===== src/rtl/ecc_pkg.sv =====
package ecc_pkg;
    localparam int DW = 64;
    localparam int HW = 7;
    localparam int CW = HW + 1;
    localparam int NB = DW / 8;

    typedef enum logic [1:0] {ST_IDLE, ST_RD, ST_RMW} fsm_e;

    // Codeword position (1-based) of data bit i; powers of two are skipped.
    function automatic logic [HW-1:0] bit_pos(input int i);
        int p;
        if (i < 1)       p = i + 3;
        else if (i < 4)  p = i + 4;
        else if (i < 11) p = i + 5;
        else if (i < 26) p = i + 6;
        else if (i < 57) p = i + 7;
        else             p = i + 8;
        return p[HW-1:0];
    endfunction

    // XOR of the positions of all set data bits.
    function automatic logic [HW-1:0] ham_bits(input logic [DW-1:0] d);
        logic [HW-1:0] h;
        h = '0;
        for (int i = 0; i < DW; i++) begin
            if (d[i]) h = h ^ bit_pos(i);
        end
        return h;
    endfunction
endpackage


===== src/rtl/secded_enc.sv =====
module secded_enc
    import ecc_pkg::*;
(
    input  logic [DW-1:0] data,
    output logic [CW-1:0] check
);
    logic [HW-1:0] ham;
    always_comb begin
        ham   = ham_bits(data);
        check = {(^data) ^ (^ham), ham};
    end
endmodule


===== src/rtl/secded_dec.sv =====
module secded_dec
    import ecc_pkg::*;
(
    input  logic [DW-1:0] data,
    input  logic [CW-1:0] check,
    output logic [DW-1:0] corr,
    output logic          sbe,
    output logic          mbe
);
    logic [HW-1:0] syn;
    logic          par_err;
    logic          in_range;
    logic [DW-1:0] flip;

    always_comb begin
        syn      = ham_bits(data) ^ check[HW-1:0];
        par_err  = (^data) ^ (^check);
        in_range = (syn <= HW'(DW + HW));
    end

    for (genvar i = 0; i < DW; i++) begin : g_flip
        assign flip[i] = sbe && (syn == bit_pos(i));
    end

    assign sbe  = par_err && in_range;
    assign mbe  = (!par_err && (syn != '0)) || (par_err && !in_range);
    assign corr = data ^ flip;

    // A word is never both correctable and uncorrectable.
    always_comb begin
        assert (!(sbe && mbe) || $isunknown({data, check}));
    end
endmodule


===== src/rtl/ecc_mem.sv =====
module ecc_mem
    import ecc_pkg::*;
#(
    parameter int AW = 4
) (
    input  logic          clk,
    input  logic          rd_en,
    input  logic [NB-1:0] wr_be,
    input  logic          ck_we,
    input  logic [AW-1:0] addr,
    input  logic [DW-1:0] wdata,
    input  logic [CW-1:0] wcheck,
    output logic [DW-1:0] rdata,
    output logic [CW-1:0] rcheck
);
    localparam int DEPTH = 1 << AW;

    for (genvar b = 0; b < NB; b++) begin : g_lane
        logic [7:0] lane_q [DEPTH];
        logic [7:0] rd_q;
        always_ff @(posedge clk) begin
            if (wr_be[b]) lane_q[addr] <= wdata[b*8 +: 8];
            if (rd_en)    rd_q <= lane_q[addr];
        end
        assign rdata[b*8 +: 8] = rd_q;
    end

    logic [CW-1:0] ck_q [DEPTH];
    logic [CW-1:0] ck_rd_q;
    always_ff @(posedge clk) begin
        if (ck_we) ck_q[addr] <= wcheck;
        if (rd_en) ck_rd_q <= ck_q[addr];
    end
    assign rcheck = ck_rd_q;
endmodule


===== src/rtl/ecc_scrub_path.sv =====
module ecc_scrub_path
    import ecc_pkg::*;
#(
    parameter int AW = 4
) (
    input  logic          clk,
    input  logic          rst_n,
    input  logic [1:0]    mode,
    input  logic          req_valid,
    output logic          req_ready,
    input  logic          req_write,
    input  logic [AW-1:0] req_addr,
    input  logic [NB-1:0] req_be,
    input  logic [DW-1:0] req_wdata,
    output logic          rsp_valid,
    output logic [DW-1:0] rsp_rdata,
    output logic          err_sbe,
    output logic          err_mbe,
    output logic [AW-1:0] err_addr
);
    typedef struct packed {
        fsm_e          st;
        logic [AW-1:0] addr;
        logic [NB-1:0] be;
        logic [DW-1:0] wdata;
        logic          rsp_v;
        logic [DW-1:0] rsp_d;
        logic          sbe;
        logic          mbe;
        logic [AW-1:0] eaddr;
    } state_t;

    state_t q_q, n_d;

    logic          chk_on, fix_on, scrub_on;
    logic          m_re, m_ckwe;
    logic [NB-1:0] m_be;
    logic [AW-1:0] m_addr;
    logic [DW-1:0] m_wd, m_rd;
    logic [CW-1:0] m_rck, enc_ck;
    logic [DW-1:0] enc_in, base_d, merged_d, dec_corr;
    logic          dec_sbe, dec_mbe;

    assign chk_on   = (mode != 2'b00);
    assign fix_on   = mode[1];
    assign scrub_on = (mode == 2'b11);

    ecc_mem #(.AW(AW)) u_mem (
        .clk(clk), .rd_en(m_re), .wr_be(m_be), .ck_we(m_ckwe), .addr(m_addr),
        .wdata(m_wd), .wcheck(enc_ck), .rdata(m_rd), .rcheck(m_rck)
    );

    secded_dec u_dec (
        .data(m_rd), .check(m_rck), .corr(dec_corr), .sbe(dec_sbe), .mbe(dec_mbe)
    );

    secded_enc u_enc (.data(enc_in), .check(enc_ck));

    always_comb begin
        base_d = (fix_on && dec_sbe) ? dec_corr : m_rd;
        for (int b = 0; b < NB; b++) begin
            merged_d[b*8 +: 8] = q_q.be[b] ? q_q.wdata[b*8 +: 8] : base_d[b*8 +: 8];
        end
        case (q_q.st)
            ST_RD:   enc_in = dec_corr;
            ST_RMW:  enc_in = merged_d;
            default: enc_in = req_wdata;
        endcase
    end

    always_comb begin
        n_d       = q_q;
        n_d.rsp_v = 1'b0;
        n_d.sbe   = 1'b0;
        n_d.mbe   = 1'b0;
        m_re      = 1'b0;
        m_be      = '0;
        m_ckwe    = 1'b0;
        m_addr    = q_q.addr;
        m_wd      = enc_in;
        case (q_q.st)
            ST_IDLE: begin
                if (req_valid) begin
                    m_addr    = req_addr;
                    n_d.addr  = req_addr;
                    n_d.be    = req_be;
                    n_d.wdata = req_wdata;
                    if (!req_write) begin
                        m_re   = 1'b1;
                        n_d.st = ST_RD;
                    end else if ((&req_be) || !chk_on) begin
                        m_be   = req_be;
                        m_ckwe = &req_be;
                    end else begin
                        m_re   = 1'b1;
                        n_d.st = ST_RMW;
                    end
                end
            end
            ST_RD: begin
                n_d.st    = ST_IDLE;
                n_d.rsp_v = 1'b1;
                n_d.rsp_d = (fix_on && dec_sbe) ? dec_corr : m_rd;
                n_d.sbe   = chk_on && dec_sbe;
                n_d.mbe   = chk_on && dec_mbe;
                n_d.eaddr = q_q.addr;
                if (scrub_on && dec_sbe) begin
                    m_be   = '1;
                    m_ckwe = 1'b1;
                end
            end
            ST_RMW: begin
                n_d.st    = ST_IDLE;
                n_d.sbe   = chk_on && dec_sbe;
                n_d.mbe   = chk_on && dec_mbe;
                n_d.eaddr = q_q.addr;
                if (!dec_mbe) begin
                    m_be   = '1;
                    m_ckwe = 1'b1;
                end
            end
            default: n_d.st = ST_IDLE;
        endcase
    end

    always_ff @(posedge clk) begin
        if (!rst_n) begin
            q_q <= '0;
        end else begin
            q_q <= n_d;
        end
    end

    assign req_ready = (q_q.st == ST_IDLE);
    assign rsp_valid = q_q.rsp_v;
    assign rsp_rdata = q_q.rsp_d;
    assign err_sbe   = q_q.sbe;
    assign err_mbe   = q_q.mbe;
    assign err_addr  = q_q.eaddr;

    // Input assumption: mode is held while a request is in flight.
    p_mode_held_r8: assert property (@(posedge clk) disable iff (!rst_n)
        !req_ready |-> $stable(mode));

    p_rd_stall_r10: assert property (@(posedge clk) disable iff (!rst_n)
        (req_valid && req_ready && !req_write) |=> !req_ready);

    p_rd_resp_r10: assert property (@(posedge clk) disable iff (!rst_n)
        (req_valid && req_ready && !req_write) |=> ##1 rsp_valid);

    p_sbe_pulse_r10: assert property (@(posedge clk) disable iff (!rst_n)
        err_sbe |=> !err_sbe);

    p_rsp_pulse_r10: assert property (@(posedge clk) disable iff (!rst_n)
        rsp_valid |=> !rsp_valid);

    p_flags_excl_r6: assert property (@(posedge clk) disable iff (!rst_n)
        !(err_sbe && err_mbe));

    p_quiet_none_r2: assert property (@(posedge clk) disable iff (!rst_n)
        (mode == 2'b00 && $stable(mode)) |-> !(err_sbe || err_mbe));

    p_direct_wr_r2: assert property (@(posedge clk) disable iff (!rst_n)
        (req_valid && req_ready && req_write && mode == 2'b00) |=> req_ready);

    p_rmw_stall_r8: assert property (@(posedge clk) disable iff (!rst_n)
        (req_valid && req_ready && req_write && !(&req_be) && mode != 2'b00)
        |=> !req_ready);
endmodule


===== config.mk =====
export PLATFORM = sky130hd
export DESIGN_NAME = ecc_scrub_path
export DESIGN_NICKNAME = d
export VERILOG_FILES = /design/src/rtl/ecc_pkg.sv /design/src/rtl/secded_enc.sv /design/src/rtl/secded_dec.sv /design/src/rtl/ecc_mem.sv /design/src/rtl/ecc_scrub_path.sv
export SDC_FILE = /design/constraint.sdc
export NUM_CORES = 2
export LEC_CHECK = 0
export ABC_AREA = 1
export BUFFER_PORTS_ARGS = -buffer_cell sky130_fd_sc_hd__buf_2
export CAP_MARGIN = 20
export CORE_MARGIN = 4
export CORE_UTILIZATION = 42
export CTS_BUF_LIST = sky130_fd_sc_hd__clkbuf_4 sky130_fd_sc_hd__clkbuf_8
export DETAILED_ROUTE_END_ITERATION = 8
export SETUP_SLACK_MARGIN = 0.4
export SLEW_MARGIN = 20
export SYNTH_ARGS = -nofsm -noshare
export SYNTH_HDL_FRONTEND = slang
export SYNTH_HIERARCHICAL = 1
export SYNTH_SLANG_ARGS = --single-unit

===== constraint.sdc =====
create_clock -name clk -period 5.5 [get_ports clk]
set_clock_uncertainty 0.05 [all_clocks]
set_input_delay 1.375 -clock clk [delete_from_list [all_inputs] [get_ports clk]]
set_output_delay 1.375 -clock clk [all_outputs]
set_load 0.05 [all_outputs]

# Word level (Yosys, flattened, before mapping)
# Memory sizes are Yosys's and may differ from the RTL's. A register that Yosys moved wholly into a read port is not among the register bits.
# Index checks and enable logic that the tools add are counted.
# Widths: inputs -> output; s select.
# totals
ram_bits	1152
reg_bits	149
romBits	0
memories	9
out_inout_bits	72
in_bits	82
latchBits	0
# classes
n_lt_le_gt_ge	1
reduce_logical	89
n_eq_ne	68
shifts	0
addsub	0
div	0
mul	0
n_bitwise	130
muxes	303
# memory_table
memory	depth	width	rd	rd_clocked_by_memory_dff	write_ports	line	source
u_mem.ck_q	16	8	1	1	1	ecc_mem.sv:28	logic [CW-1:0] ck_q [DEPTH];
u_mem.g_lane[0].lane_q	16	8	1	1	1	ecc_mem.sv:19	logic [7:0] lane_q [DEPTH];
u_mem.g_lane[1].lane_q	16	8	1	1	1	ecc_mem.sv:19	
u_mem.g_lane[2].lane_q	16	8	1	1	1	ecc_mem.sv:19	
u_mem.g_lane[3].lane_q	16	8	1	1	1	ecc_mem.sv:19	
u_mem.g_lane[4].lane_q	16	8	1	1	1	ecc_mem.sv:19	
+3 memories	--	--	--	--	--	--	
# ops
cell	count
$mux 7	252
$xor 7x7->7	127
$eq 7x6->1 const B	31
$pmux 64 s2	1
$reduce_xor 64->1	2
$eq 7x5->1 const B	15
$mux 8	13
$logic_and 1x1->1	71
$mux 65	1
$mux 64	1
$xor 64x64->64	1
$eq 7x4->1 const B	7
$eq 7x7->1 const B	7
$mux 1	27
$pmux 8 s3	1
$eq 7x3->1 const B	3
$mux 2	4
$mux 4	2
$reduce_and 2->1	4
$reduce_and 8->1	1
$reduce_xor 8->1	1
$eq 7x2->1 const B	1
$le 7x7->1 const B	1
$reduce_bool 7->1	1
other kinds (11)	16

# Logic depth before layout (Yosys ltp)
# depth
depth_word	264
ltp_mapped	53
ltp_nobuf	49

# Hierarchy
# The synthesis kept the hierarchy.
# modules_own_cells
mod	area_per_inst_um2	seq_area_each_um2	cells_each	instances
ecc_mem	50830.0	36755.3	4880	1
ecc_scrub_path	8784.7	2982.9	1396	1
secded_dec	4948.5	0.0	1184	1
secded_enc	3088.0	0.0	702	1

# Worst setup path before layout
# Ideal clock, no wire load.
# synth_timing
path_type	input -> register
start	input req_valid
end	register u_mem.g_lane[0].rd_q[0] (read register of u_mem.g_lane[0].lane_q) (enable)
path_buffers	2
t_arrival_ns	5.315
required_ns	4.924
stages	4
setup_slack_ns	-0.391
setup_time_ns	0.526
cell_sequence	nand2_2 > buf_4 > buf_2 > a21oi_1
# synth_between
elab_chain_len	2
# synth_rtl
element	line	source
start: declaration	ecc_scrub_path.sv:9	input logic req_valid,
$mux 1	ecc_scrub_path.sv:83	if (req_valid) begin
$mux 1	ecc_scrub_path.sv:81	case (q_q.st)
net m_re	ecc_scrub_path.sv:36	logic m_re, m_ckwe;
end: declaration	ecc_mem.sv:20	logic [7:0] rd_q;
# The timed path passes the listed nets, and every way through them passes these cells.
# A chain may end at the register's enable or synchronous reset.

# Worst setup path in the final report
# layout_timing
start	register u_mem.g_lane[4].rd_q[0] (read register of u_mem.g_lane[4].lane_q)
end	memory u_mem/ck_q[6][7] in the netlist's numbering, data pin
# layout_rtl
element	line	source
start: declaration	ecc_mem.sv:20	
$mux 7	ecc_pkg.sv:26	if (d[i]) h = h ^ bit_pos(i);
$xor 7x7->7	ecc_pkg.sv:26	
$mux 7	ecc_pkg.sv:26	
$xor 7x7->7	ecc_pkg.sv:26	
$mux 7	ecc_pkg.sv:26	
$xor 7x7->7	ecc_pkg.sv:26	
$mux 7	ecc_pkg.sv:26	
$xor 7x7->7	ecc_pkg.sv:26	
[... 60 more ...]	--	
net dec_corr[40]	ecc_scrub_path.sv:41	logic [DW-1:0] enc_in, base_d, merged_d, dec_corr;
[... 3 more ...]	--	
net enc_in[40]	ecc_scrub_path.sv:41	
[... 42 more ...]	--	
$mux 7	ecc_pkg.sv:26	
$xor 7x7->7	ecc_pkg.sv:26	
$mux 7	ecc_pkg.sv:26	
$xor 7x7->7	ecc_pkg.sv:26	
$mux 7	ecc_pkg.sv:26	
$reduce_xor 7->1	secded_enc.sv:10	check = {(^data) ^ (^ham), ham};
$xor 1x1->1 *	secded_enc.sv:10	
net enc_ck[7]	ecc_scrub_path.sv:40	logic [CW-1:0] m_rck, enc_ck;
end: declaration	ecc_mem.sv:28	
# The timed path passes the listed nets; every way through them passes the cells marked *.

==> run_results.csv <==
group,metric,value,unit
grt,grt_pass1_vias,51758,
place,place_congestion,1.016,
setup_path,critPathBufInv,9,
floorplan,die_w,409.3,um
setup_path,cp-end-kind,"flop",
floorplan,die_area,167600,um^2
cts,clock-sinks,1373,
final_layout,multiInputGateArea,24970,um^2
route,drc,0,
setup_path,crit_family,"simple AND/OR/NAND/NOR gates",
cts,hold_buffers,0,
grt,gr-usage-all-layers,26.76,%
floorplan,rows,147,
cts,clk_latency,1.01,ns
logic_synthesis,netlist_area,67650,um^2
place,portBuffers,153,
final_layout,instances_no_fill,11287,
final_layout,area_growth_syn_to_layout,22.06,%
cts,cts_buffers,220,
status,status,"finished, final reports clean",
final_layout,nFillCells,14990,
logic_synthesis,avgSynthCellArea,8.289,um^2
timing,slew_viol_final,0,
timing,hold_ws,0.4047,ns
cts,cts_htree_levels,4,
logic_synthesis,synth_ff_type,"edfxtp_1",
job,cap_viol_max_count,0,
power,powerDensity,483.7,nW/um^2
logic_synthesis,syn_inst,8162,
route,wl_per_cell,20.46,um
setup_path,cp_max_fo,16,
setup_path,cpPeakStageDelay,0.51,ns
place,post-place-cells,10745,
floorplan,ios,154,
timing,min_period,5.451,ns
setup_path,crit_type,"reg2reg",
setup_path,arrival,6.12,ns
floorplan,core,160400,um^2
grt,grt_max_degree,134,
final_layout,drive_above_1_share,20.56,%
logic_synthesis,yosysWarnings,6,
place,dp_hpwl,159900,um
timing,tightestPinTransition,1.089,ns
timing,fmax,183.4,MHz
timing,hold_violations,0,
power,ir_worst_vdd,0.8964,mV
logic_synthesis,ys_seq_area_share,58.74,%
floorplan,start_util,42.18,%
setup_path,required,6.17,ns
setup_path,start_kind,"flop",
timing,max_slew_margin,27.32,%
route,num_vias,56748,
setup_path,cpMostUsedCell,"nand2_1",
grt,grt_pass1_wl,335800,um
cts,cts-root-buf,"clkbuf_8",
logic_synthesis,synth_cell_types,36,
final_layout,fin_util,51.49,%
power,power,39.94,mW
route,ant_nets,0,
timing,setup_viol,0,
logic_synthesis,yosysTopAreaCell,"edfxtp_1",
final_layout,regArea,39740,um^2
route,wl,231000,um
floorplan,fp.dieH,409.3,um
logic_synthesis,synth-seq-cells,1373,
power,leakage,37.85,nW
timing,period_share,99.12,%
final_layout,final_nets,9016,
cts,clk_pin_slew,0.06,ns
min_path,min_path_type,"reg2reg",
grt,overflow,0,
logic_synthesis,synth_top_area_share,54.33,%
cts,tritoncts,"yes",
setup_path,critPathSlowestCell,"edfxtp_1",
logic_synthesis,synth_area_leaders,"edfxtp_1 (54%), nand2_1 (25%), dfxtp_1 (4.4%)",
route,drt_first_iter_violations,5310,
logic_synthesis,synth_edf_count,1224,
timing,rsz0062_at_grt,"yes",
route,via_per_inst,5.028,
cts,cts_buffer_depth,3,
grt,antenna_found_initial,21,
logic_synthesis,async_flop_share,0,%
logic_synthesis,syn_nets,8248,
route,drt-pass1-iter-count,6,
layout make-up:
cell class / count / share of cell area (%)
diodes: 12 / 0.03637
clock buffers: 315 / 4.614
clock inverters: 92 / 0.7349
inverters: 542 / 2.521
multi-input cells: 5806 / 30.24
flip-flops and latches: 1373 / 48.12
well taps: 2160 / 3.273
repair buffers: 987 / 10.46
registers in the layout, summed over array words and instances (netlist names):
| name | cells |
|---|---|
| rsp_valid | 1 |
| err_sbe | 1 |
| rsp_rdata | 64 |
| q_q | 78 |
| u_mem/rcheck | 8 |
| u_mem/g_lane.lane_q | 1024 |
| err_mbe | 1 |
| u_mem/ck_q | 128 |
| u_mem/g_lane.rd_q | 64 |
| err_addr | 4 |
final timing paths:
| check | start | end | slack [ns] | cells past startpoint |
|---|---|---|---|---|
| setup / recovery | u_mem/g_lane[4].rd_q[0] | u_mem/ck_q[6][7] | 0.05 | 46 |
| hold / removal | q_q[101] | q_q[101] | 0.40 | 2 |
| setup reg to reg | u_mem/g_lane[4].rd_q[0] | u_mem/ck_q[6][7] | 0.05 | 46 |
| hold reg to reg | q_q[101] | q_q[101] | 0.40 | 2 |
logic make-up after synthesis:
family,Yosys count,synth area share [%]
buffers and inverters,983,6.682
AO/OA/AOI/OAI,479,3.555
XOR/XNOR,83,1.108
adder cells (fa/ha/maj),4,0.07398
AND/OR/NAND/NOR,5240,29.84
flip-flops,1373,58.74
synthesized netlist by cell type, types with 4 or more instances:
| cell type | number |
|---|---|
| buf_4 | 101 |
| o21ai_0 | 141 |
| nand3_1 | 189 |
| ha_1 | 4 |
| nand3b_1 | 14 |
| xnor2_1 | 35 |
| nor2_1 | 462 |
| nand2_1 | 4498 |
| dfxtp_1 | 149 |
| edfxtp_1 | 1224 |
| nand2_2 | 39 |
| xor2_1 | 45 |
| o21ai_1 | 59 |
| or2_1 | 4 |
| nand4_1 | 17 |
| a21oi_1 | 278 |
| inv_2 | 59 |
| buf_1 | 16 |
| clkbuf_1 | 96 |
| buf_2 | 200 |
| buf_6 | 26 |
| or2_2 | 4 |
| inv_1 | 479 |
| nor2_4 | 5 |
through the flow:
| step | TNS [ns] | setup slack, ns | cell area (um^2) |
|---|---|---|---|
| 3_5_place_dp | -5.339 | -0.3345 | 75470 |
| 6_report | 0 | 0.04866 | 82580 |
| 4_1_cts | 0 | 0.2194 | 81160 |
| 5_1_grt | -4.685 | -0.2907 | 82550 |
| 3_3_place_gp | -6.449 | -0.4039 | 75470 |
| 2_1_floorplan | 0 | 0.4041 | 67850 |
metal layers:
layer  vias up  wire [um]  GRT usage [%]
met5         -         43              0
met4         8       6649          7.736
met3       341      18290          4.598
met2      2125     103200          41.56
met1     26988     102700          38.60
li1      27286          -              -
report_power, final:
group	switching, mW	total [mW]	internal [mW]
sequential	0.229	13.0	12.8
combinational	11.1	18.1	7.04
clock	4.12	8.85	4.73
total	15.4	39.9	24.5
worst min-delay path, stage by stage (launching register included):
cell and delay [ns]:
dfxtp_1 0.30, inv_1 0.06, a21oi_1 0.05
what timing repair did:
action,in CTS,in global routing
pin swaps,71,96
cloned,4,7
setup endpoints to repair,115,256
endpoints found under the hold margin,0,0
buffers inserted,61,50
gates resized for setup,199,235
cells in the final DEF (no fill, tap or decap), types with 5 or more instances in the layout:
cell type | Yosys | final
a21oi_1 | 278 | 209
a21oi_2 | 0 | 64
a21oi_4 | 0 | 5
buf_12 | 0 | 100
buf_16 | 0 | 5
buf_2 | 200 | 153
buf_4 | 101 | 689
buf_6 | 26 | 30
bufinv_16 | 0 | 6
clkbuf_16 | 0 | 7
clkbuf_4 | 0 | 84
clkbuf_8 | 0 | 231
clkinv_1 | 2 | 57
clkinv_2 | 1 | 16
clkinvlp_4 | 0 | 6
dfxtp_1 | 149 | 149
diode_2 | 0 | 12
edfxtp_1 | 1224 | 1224
inv_1 | 479 | 452
inv_2 | 59 | 83
inv_6 | 0 | 5
inv_8 | 0 | 5
nand2_1 | 4498 | 4303
nand2_2 | 39 | 213
nand2_4 | 1 | 21
nand3_1 | 189 | 162
nand3_2 | 2 | 28
nand3b_1 | 14 | 14
nand4_1 | 17 | 17
nor2_1 | 462 | 414
nor2_2 | 2 | 43
nor2_4 | 5 | 12
o21ai_0 | 141 | 135
o21ai_1 | 59 | 42
o21ai_2 | 0 | 22
xnor2_1 | 35 | 23
xnor2_2 | 2 | 11
xor2_1 | 45 | 31
xor2_2 | 1 | 12
(Power assumes the default switching activity.)
